## src/rtl/raster_pkg.sv

```systemverilog
package raster_pkg;
  typedef enum logic [1:0] {
    RGN_VISIBLE = 2'd0,
    RGN_POST    = 2'd1,
    RGN_VBLANK  = 2'd2,
    RGN_PRE     = 2'd3
  } region_t;
endpackage

```

## src/rtl/raster_pos_counter.sv

```systemverilog
module raster_pos_counter #(
  parameter int DOTS    = 341,
  parameter int LINES   = 262,
  parameter int FRAME_W = 16,
  localparam int DOT_W  = $clog2(DOTS),
  localparam int LINE_W = $clog2(LINES)
) (
  input  logic              clk,
  input  logic              rst,
  input  logic              skip_en,
  output logic [DOT_W-1:0]  dot_q,
  output logic [LINE_W-1:0] line_q,
  output logic              odd_q,
  output logic [FRAME_W-1:0] frame_q,
  output logic [DOT_W-1:0]  nxt_dot,
  output logic [LINE_W-1:0] nxt_line
);
  localparam logic [DOT_W-1:0]  LAST_DOT  = DOT_W'(DOTS - 1);
  localparam logic [DOT_W-1:0]  SKIP_DOT  = DOT_W'(DOTS - 2);
  localparam logic [LINE_W-1:0] LAST_LINE = LINE_W'(LINES - 1);

  logic short_line, line_end, frame_end;

  always_comb begin
    short_line = skip_en && odd_q && (line_q == LAST_LINE) && (dot_q == SKIP_DOT);
    line_end   = (dot_q == LAST_DOT) || short_line;
    frame_end  = line_end && (line_q == LAST_LINE);
    nxt_dot    = line_end ? '0 : dot_q + 1'b1;
    if (!line_end)      nxt_line = line_q;
    else if (frame_end) nxt_line = '0;
    else                nxt_line = line_q + 1'b1;
  end

  always_ff @(posedge clk) begin
    if (rst) begin
      dot_q   <= '0;
      line_q  <= '0;
      odd_q   <= 1'b0;
      frame_q <= '0;
    end else begin
      dot_q  <= nxt_dot;
      line_q <= nxt_line;
      if (frame_end) begin
        odd_q   <= ~odd_q;
        frame_q <= frame_q + 1'b1;
      end
    end
  end

  // dot never leaves the line
  a_r2_dot_bound: assert property (@(posedge clk) disable iff (rst)
    dot_q <= LAST_DOT);
  // parity flips whenever a new frame begins
  a_r3_parity_flip: assert property (@(posedge clk) disable iff (rst)
    (line_q == '0 && dot_q == '0 && $past(line_q) == LAST_LINE) |-> (odd_q != $past(odd_q)));
  // shortened pre-render line on odd rendered frames
  a_r4_odd_skip: assert property (@(posedge clk) disable iff (rst)
    (skip_en && odd_q && line_q == LAST_LINE && dot_q == SKIP_DOT) |=> (dot_q == '0 && line_q == '0));
endmodule

```

## src/rtl/raster_region.sv

```systemverilog
module raster_region
  import raster_pkg::*;
#(
  parameter int LINES     = 262,
  parameter int VIS_LINES = 240,
  parameter int VBL_LINE  = 241,
  localparam int LINE_W   = $clog2(LINES)
) (
  input  logic [LINE_W-1:0] line_i,
  output region_t           region_o
);
  localparam logic [LINE_W-1:0] VIS_END   = LINE_W'(VIS_LINES);
  localparam logic [LINE_W-1:0] VBL_START = LINE_W'(VBL_LINE);
  localparam logic [LINE_W-1:0] PRE_LINE  = LINE_W'(LINES - 1);

  always_comb begin
    if (line_i < VIS_END)        region_o = RGN_VISIBLE;
    else if (line_i == PRE_LINE) region_o = RGN_PRE;
    else if (line_i < VBL_START) region_o = RGN_POST;
    else                         region_o = RGN_VBLANK;
  end
endmodule

```

## src/rtl/raster_events.sv

```systemverilog
module raster_events
  import raster_pkg::*;
#(
  parameter int DOTS     = 341,
  parameter int LINES    = 262,
  parameter int VBL_LINE = 241,
  parameter int FLAG_DOT = 1,
  parameter int OAM_LO   = 257,
  parameter int OAM_HI   = 320,
  localparam int DOT_W   = $clog2(DOTS),
  localparam int LINE_W  = $clog2(LINES)
) (
  input  logic              clk,
  input  logic              rst,
  input  logic              nmi_en,
  input  logic [DOT_W-1:0]  nxt_dot,
  input  logic [LINE_W-1:0] nxt_line,
  input  region_t           nxt_region,
  input  logic [DOT_W-1:0]  dot_q,
  input  logic [LINE_W-1:0] line_q,
  output region_t           region_q,
  output logic              vblank_q,
  output logic              nmi_q,
  output logic              oam_clr_q
);
  localparam logic [DOT_W-1:0]  F_DOT  = DOT_W'(FLAG_DOT);
  localparam logic [DOT_W-1:0]  W_LO   = DOT_W'(OAM_LO);
  localparam logic [DOT_W-1:0]  W_HI   = DOT_W'(OAM_HI);
  localparam logic [LINE_W-1:0] SET_LN = LINE_W'(VBL_LINE);
  localparam logic [LINE_W-1:0] PRE_LN = LINE_W'(LINES - 1);

  logic set_hit, clr_hit, win_hit;

  always_comb begin
    set_hit = (nxt_line == SET_LN) && (nxt_dot == F_DOT);
    clr_hit = (nxt_line == PRE_LN) && (nxt_dot == F_DOT);
    win_hit = ((nxt_region == RGN_VISIBLE) || (nxt_region == RGN_PRE)) &&
              (nxt_dot >= W_LO) && (nxt_dot <= W_HI);
  end

  always_ff @(posedge clk) begin
    if (rst) begin
      region_q  <= RGN_VISIBLE;
      vblank_q  <= 1'b0;
      nmi_q     <= 1'b0;
      oam_clr_q <= 1'b0;
    end else begin
      region_q  <= nxt_region;
      nmi_q     <= set_hit && nmi_en;
      oam_clr_q <= win_hit;
      if (set_hit)      vblank_q <= 1'b1;
      else if (clr_hit) vblank_q <= 1'b0;
    end
  end

  // flag edges only at their defined positions
  a_r5_vbl_rise: assert property (@(posedge clk) disable iff (rst)
    $rose(vblank_q) |-> (line_q == SET_LN && dot_q == F_DOT));
  a_r5_vbl_fall: assert property (@(posedge clk) disable iff (rst)
    $fell(vblank_q) |-> (line_q == PRE_LN && dot_q == F_DOT));
  // NMI is a single cycle and only with the flag up
  a_r6_nmi_single: assert property (@(posedge clk) disable iff (rst)
    nmi_q |=> !nmi_q);
  a_r6_nmi_with_flag: assert property (@(posedge clk) disable iff (rst)
    nmi_q |-> vblank_q);
  // strobe stays inside the sprite window
  a_r7_oam_window: assert property (@(posedge clk) disable iff (rst)
    oam_clr_q |-> (dot_q >= W_LO && dot_q <= W_HI && region_q != RGN_VBLANK && region_q != RGN_POST));
endmodule

```

## src/rtl/raster_timer.sv

```systemverilog
module raster_timer
  import raster_pkg::*;
#(
  parameter int DOTS      = 341,
  parameter int LINES     = 262,
  parameter int VIS_LINES = 240,
  parameter int VBL_LINE  = 241,
  parameter int FLAG_DOT  = 1,
  parameter int OAM_LO    = 257,
  parameter int OAM_HI    = 320,
  parameter int FRAME_W   = 16,
  localparam int DOT_W    = $clog2(DOTS),
  localparam int LINE_W   = $clog2(LINES)
) (
  input  logic               clk,
  input  logic               rst,
  input  logic               render_en,
  input  logic               nmi_en,
  output logic [DOT_W-1:0]   dot,
  output logic [LINE_W-1:0]  line,
  output logic               odd_frame,
  output logic [FRAME_W-1:0] frame_cnt,
  output logic [1:0]         region,
  output logic               vblank,
  output logic               nmi_pulse,
  output logic               oam_clr
);
  logic [DOT_W-1:0]  nxt_dot;
  logic [LINE_W-1:0] nxt_line;
  region_t           nxt_region, region_q;

  raster_pos_counter #(.DOTS(DOTS), .LINES(LINES), .FRAME_W(FRAME_W)) u_pos (
    .clk(clk), .rst(rst), .skip_en(render_en),
    .dot_q(dot), .line_q(line), .odd_q(odd_frame), .frame_q(frame_cnt),
    .nxt_dot(nxt_dot), .nxt_line(nxt_line)
  );

  raster_region #(.LINES(LINES), .VIS_LINES(VIS_LINES), .VBL_LINE(VBL_LINE)) u_rgn (
    .line_i(nxt_line), .region_o(nxt_region)
  );

  raster_events #(.DOTS(DOTS), .LINES(LINES), .VBL_LINE(VBL_LINE), .FLAG_DOT(FLAG_DOT),
                  .OAM_LO(OAM_LO), .OAM_HI(OAM_HI)) u_evt (
    .clk(clk), .rst(rst), .nmi_en(nmi_en),
    .nxt_dot(nxt_dot), .nxt_line(nxt_line), .nxt_region(nxt_region),
    .dot_q(dot), .line_q(line),
    .region_q(region_q), .vblank_q(vblank), .nmi_q(nmi_pulse), .oam_clr_q(oam_clr)
  );

  assign region = region_q;
endmodule

```

## config.mk

```make
export PLATFORM = sky130hd
export DESIGN_NAME = raster_timer
export DESIGN_NICKNAME = d
export VERILOG_FILES = /design/src/rtl/raster_pkg.sv /design/src/rtl/raster_pos_counter.sv /design/src/rtl/raster_region.sv /design/src/rtl/raster_events.sv /design/src/rtl/raster_timer.sv
export SDC_FILE = /design/constraint.sdc
export NUM_CORES = 1
export LEC_CHECK = 0
export BUFFER_PORTS_ARGS = -buffer_cell sky130_fd_sc_hd__buf_2
export CORE_MARGIN = 1
export CORE_UTILIZATION = 58
export DETAILED_ROUTE_END_ITERATION = 12
export HOLD_SLACK_MARGIN = 0.15
export PLACE_DENSITY = 0.95
export SYNTH_ARGS = -nofsm -noshare
export SYNTH_HDL_FRONTEND = slang
export SYNTH_SLANG_ARGS = --single-unit
```

## constraint.sdc

```tcl
create_clock -name clk -period 6.9 [get_ports clk]
set_input_delay 0 -clock clk [delete_from_list [all_inputs] [get_ports clk]]
set_output_delay 0 -clock clk [all_outputs]
set_load 0.05 [all_outputs]
```

After elaboration in Yosys (flattened, before gate mapping)

Index checks and enable logic that the tools add are counted.

Bits in writable memories: 0
Memory bits (read-only): 0
Flip-flop bits (word level): 40
Logic and storage cells: 44
Output and inout port bits: 40
Bits in latches: 0
Memories: 0
Input port bits: 4

Bitwise logic cells: 1
Multipliers: 0
Shift-type cells: 0
Order comparisons: 4
Div/mod/pow operators: 0
$add $sub $neg: 3
Muxes and demuxes: 8
Reductions and logical operators: 13
Equal/unequal tests: 7

Operator list:

| operator                                                               | number |
|---|---|
| 9-bit equality test (second input constant)                            | 4 |
| 9-bit 2-to-1 mux                                                       | 3 |
| 9-bit by 1-bit adder with 9-bit output (second input constant)         | 2 |
| 9-bit by 8-bit < comparator with 1-bit output (second input constant)  | 2 |
| 16-bit by 1-bit adder with 16-bit output (second input constant)       | 1 |
| 9-bit by 1-bit equality test with 1-bit output (second input constant) | 1 |
| 9-bit by 8-bit equality test with 1-bit output (second input constant) | 1 |
| 9-bit >= comparator (second input constant)                            | 1 |
| 9-bit <= comparator (second input constant)                            | 1 |
| 1-bit logical AND                                                      | 9 |
| 2-bit 2-to-1 mux                                                       | 3 |
| 2-bit equality test (second input constant)                            | 1 |
| 2-bit zero test                                                        | 1 |
| 1-bit logical OR                                                       | 2 |
| 1-bit 2-to-1 mux                                                       | 2 |
| 2-bit nonzero test                                                     | 1 |
| 1-bit NOT                                                              | 1 |

Logic depth before layout (Yosys ltp)

Depth after elaboration: 15
Depth in mapped cells: 9

By module

Synthesis repeated with hierarchy kept, for this count alone.

Cell total of the unflattened synthesis: 274
Area, all modules: 2282.2 um^2

By module, submodules not included:

| module             | cells an instance | area each (um^2) | times used | seq. area each (um^2) |
|---|---|---|---|---|
| raster_pos_counter | 241               | 1965.6           | 1          | 700.7 |
| raster_events      | 24                | 252.7            | 1          | 100.1 |
| raster_region      | 9                 | 63.8             | 1          | 0.0 |

Least setup slack after synthesis

No wires, ideal clock.

Path kind: reg-to-reg
Start: register u_pos.dot_q[0]
End: register u_evt.vblank_q
Library setup time: 0.123 ns
Arrival: 2.683 ns
Period minus slack after synthesis: 2.806 ns
Stages on the path, launching flop included: 9
Buffers on the path: 0
Path slack: 4.094 ns
Cell sequence: dfxtp_1 -> ha_1 -> and4b_1 -> nand4_1 -> a21oi_2 -> mux2_4 -> or3_1 -> nor4_1 -> o21ai_0

Word-level cells in the longest chain between the ends: 9

Ends and longest elaborated chain:

| what                                                                                           | line                     | RTL |
|---|---|---|
| from (decl)                                                                                    | raster_pos_counter.sv:11 | `output logic [DOT_W-1:0] dot_q,` |
| from (signal assigned)                                                                         | raster_pos_counter.sv:41 | `dot_q <= nxt_dot;` |
| parallel branches: the longest is 9 deep, another holds 9-bit by 1-bit adder with 9-bit output | n/a                      |  |
| to (signal assigned)                                                                           | raster_events.sv:44      | `vblank_q <= 1'b0;` |
| to (signal assigned)                                                                           | raster_events.sv:51      | `if (set_hit) vblank_q <= 1'b1;` |
| to (signal assigned)                                                                           | raster_events.sv:52      | `else if (clr_hit) vblank_q <= 1'b0;` |
| to (decl)                                                                                      | raster_events.sv:22      | `output logic vblank_q,` |

Several ways; the timed one is not identified.
A chain may end at the register's enable or synchronous reset.

Worst setup path after layout

Start: register u_pos.dot_q[0]
End: register u_pos.frame_q[13]

Word-level cells in the longest chain between the ends: 4

Ends and longest elaborated chain:

| what                 | line                     | RTL |
|---|---|---|
| 9-bit equality test  | raster_pos_counter.sv:25 | `short_line = skip_en && odd_q && (line_q == LAST_LINE) && (dot_q == SKIP_DOT);` |
| 1-bit logical AND    | raster_pos_counter.sv:25 |  |
| 1-bit logical OR *   | raster_pos_counter.sv:26 | `line_end = (dot_q == LAST_DOT) \|\| short_line;` |
| 1-bit logical AND *  | raster_pos_counter.sv:27 | `frame_end = line_end && (line_q == LAST_LINE);` |
| to (signal assigned) | raster_pos_counter.sv:45 | `frame_q <= frame_q + 1'b1;` |
| to (decl)            | raster_pos_counter.sv:14 | `output logic [FRAME_W-1:0] frame_q,` |

Every way passes the cells marked *; elsewhere a longest branch is shown, timed or not.

==> flow_summary.json <==
{
  "ant_nets": 0,
  "hold_depth": 4,
  "clk_pin_slew_ns": 0.12,
  "cts_buffers": 5,
  "routed_wl_um": 5030,
  "r2r_end": "u_pos.frame_q[13]$_SDFFE_PP0P_",
  "wire_per_inst_um": 15.0,
  "hp-class": "in -> reg",
  "hpwl_um": 3310,
  "synthDominantCellAreaShare_pct": 38.0,
  "synth_cell_types": 55,
  "critPathMostFrequentCell": "a21oi_1",
  "area.growth.synth_to_final_pct": 16.9,
  "rsz0062_at_grt": "false",
  "critPathKind": "reg -> reg",
  "cp.arrival_ns": 3.35,
  "vias_per_cell": 5.91,
  "grt_pass1_wl_um": 8300,
  "cts.htree.levels": 2,
  "finalHoldViolations": 0,
  "slowest_delay_ns": 0.80,
  "dieArea_um2": 3880,
  "worstRegToRegCells": 7,
  "syn_nets": 254,
  "io-pin-count": 44,
  "crit_buf_inv": 0,
  "drt_iter0_drc": 145,
  "cpMaxStageDelayCell": "nor3_2",
  "vdd_drop_max_v": 0.000202,
  "cts_tree": "yes",
  "first_pass_iters": 5,
  "path_delay_family": "simple AND/OR/NAND/NOR gates",
  "synth-edff-count": 0,
  "fin_util_pct": 72.1,
  "yosys_warnings": 0,
  "hold_path_end": "u_evt.nmi_q$_SDFF_PP0_",
  "grt_max_degree": 31,
  "min_from": "nmi_en",
  "cts.sink_count": 40,
  "synth_cells": 245,
  "finalSetupViolCount": 0,
  "grt_pass1_vias": 1772,
  "crit_required_ns": 7.19,
  "worst_pin_slew_ns": 0.964,
  "fin_crit_sh_pct": 44.3,
  "start_kind": "flop",
  "synthTopCellsByArea": "dfxtp_1, nor2_1, xnor2_1",
  "fmax_mhz": 327,
  "power_density_nw_per_um2": 198,
  "drc": 0,
  "skew_ns": 0.00989,
  "end_kind": "flop",
  "nFillCells": 263,
  "gp_congestion": 0.896,
  "ys_seq_area_share_pct": 38.0,
  "diodes": 0,
  "clk_latency_ns": 0.36,
  "io_buffers": 43,
  "antenna_found_initial": 0,
  "drive_above_1_share_pct": 22.6,
  "rows": 21,
  "cts-root-buf": "clkbuf_4",
  "die_width_um": 62.3,
  "syn_avg_cell_area_um2": 8.60,
  "p_leak_nw": 1.03,
  "clk_path_buf_depth": 2,
  "outcome": "finished clean",
  "post_cts_buffers": 0,
  "track_usage_pct": 26.9,
  "nets": 296,
  "via_count": 1974,
  "max_cap_viol_count": 0,
  "synth_ff_type": "dfxtp_1",
  "yosysTopAreaCell": "dfxtp_1",
  "globalRouteOverflowTotal": 0,
  "start_util_pct": 61.7,
  "die_y_um": 62.3,
  "min_period_ns": 3.06,
  "r2r_slack_ns": 3.84,
  "slew_viol_final": 0,
  "crit_chain": "ha_1 > and4b_1 > a21oi_1 > nor3_2 > nand3_1 > or3_1 > a21oi_1",
  "r2r-start": "u_pos.dot_q[0]$_SDFF_PP0_",
  "synthArstFlopShare_pct": 0,
  "setup_tns_ns": 0,
  "core_area_um2": 3420,
  "synth_seq_cells": 40,
  "synth_area_um2": 2110,
  "relSlewSlack_pct": 35.4,
  "crit_fanout": 14
}
[worst register-to-register path, cell delays in order, from the launching register on]
cell and delay (ns):
dfxtp_1 0.51, ha_1 0.30, and4b_1 0.24, a21oi_1 0.09, nor3_2 0.80, nand3_1 0.47, or3_1 0.43, a21oi_1 0.17
[how the worst max path moves through the flow]
stage	slack [ns]	startpoint	cells past startpoint	end
floorplan	4.09	u_pos.dot_q[0]$_SDFF_PP0_	8	u_evt.vblank_q$_SDFFE_PP0P_
global placement	4.13	u_pos.dot_q[0]$_SDFF_PP0_	8	u_pos.frame_q[15]$_SDFFE_PP0P_
detailed placement	3.96	u_pos.dot_q[0]$_SDFF_PP0_	7	u_pos.frame_q[13]$_SDFFE_PP0P_
CTS	3.88	u_pos.dot_q[0]$_SDFF_PP0_	7	u_pos.frame_q[11]$_SDFFE_PP0P_
global route	3.55	u_pos.dot_q[0]$_SDFF_PP0_	8	u_pos.frame_q[15]$_SDFFE_PP0P_
finish	3.84	u_pos.dot_q[0]$_SDFF_PP0_	7	u_pos.frame_q[13]$_SDFFE_PP0P_
[per-stage QoR]
stage	area, µm²	worst slack, ns	instances	hold slack [ns]	power [mW]
finish	2460	3.84	334	0.432	0.488
global route	2460	3.55	334	0.459	0.504
CTS	2460	3.88	334	0.400	0.489
detailed placement	2310	3.96	324	0.231	0.261
global placement	2310	4.13	324	0.214	0.260
floorplan	2110	4.09	245	0.112	0.256
[placed cells by master (no fill, tap or decap), types with 2 or more instances in the layout]
cell / count
buf_2: 43
dfxtp_1: 40
nor2_1: 36
nand2_1: 16
xnor2_1: 13
a21oi_1: 12
nand3_1: 12
inv_1: 11
xor2_1: 11
and3_1: 8
nand4_1: 7
nor3_1: 5
or3_1: 5
o21ai_0: 5
ha_1: 5
clkbuf_4: 5
nor3_2: 4
nor4_1: 3
a211oi_1: 3
bufinv_16: 3
and4b_1: 2
nor4b_1: 2
o31ai_1: 2
mux2i_1: 2
or4_1: 2
a31oi_1: 2
dlygate4sd3_1: 2
[per-layer routing]
metal,vias to the layer above,share of wire [%],wire (µm),track usage (%)
li1,945,-,-,-
met1,920,44,2190,35.4
met2,89,46,2300,41.3
met3,20,7.5,377,6.99
met4,0,3.1,156,11.9
met5,-,0,0,0
[cells in the mapped netlist, drive strengths merged, types with 3 or more instances]
library cell and count:
nand4 7, o21ai 5, clkbuf 5, xnor2 13
and3 9, nor3 9, buf 5, inv 11
a211oi 3, dfxtp 40, or3 5, ha 5
nor4 3, nand3 13, xor2 11, or4 3
nand2 17, a21oi 14, nor2 36
[logic make-up (layout without fill, tap and decap cells)]
| kind of cell | after synthesis | count (layout) | synth area share [%] |
|---|---|---|---|
| AOI/OAI and AO/OA | 35 | 35 | 11.3 |
| muxes | 3 | 3 | 1.66 |
| buffers and inverters | 21 | 64 | 5.05 |
| DFF | 40 | 40 | 38.0 |
| adders and majority gates | 5 | 5 | 2.97 |
| xor gates and xnor gates | 24 | 24 | 9.98 |
| and+or+nand+nor | 117 | 117 | 31.1 |
[flip-flops by register name, indices dropped and copies added (netlist names)]
signal	cells
u_pos.odd_q	1
u_pos.dot_q	9
u_evt.region_q	2
u_evt.vblank_q	1
u_pos.line_q	9
u_evt.oam_clr_q	1
u_evt.nmi_q	1
u_pos.frame_q	16
[cell type report]
| cell class | count | area (µm²) | share of cell area [%] |
|---|---|---|---|
| Inverter | 11 | 41.3 | 1.68 |
| Tap cell | 46 | 57.6 | 2.34 |
| Multi-Input combinational cell | 184 | 1200 | 48.7 |
| Timing Repair Buffer | 45 | 235 | 9.55 |
| Clock buffer | 5 | 37.5 | 1.52 |
| Clock inverter | 3 | 90.1 | 3.66 |
| Sequential cell | 40 | 801 | 32.5 |
[what timing repair did]
item	CTS	global route
setup endpoints to repair	0	0
hold endpoints to repair	23	0
resized for setup	0	0
hold buffers	2	0
[power breakdown]
part	switching, mW	internal (mW)
logic	0.0158	0.00694
clock network	0.0799	0.149
registers	0.00325	0.232
No activity file was read; power rests on OpenSTA's default activity.
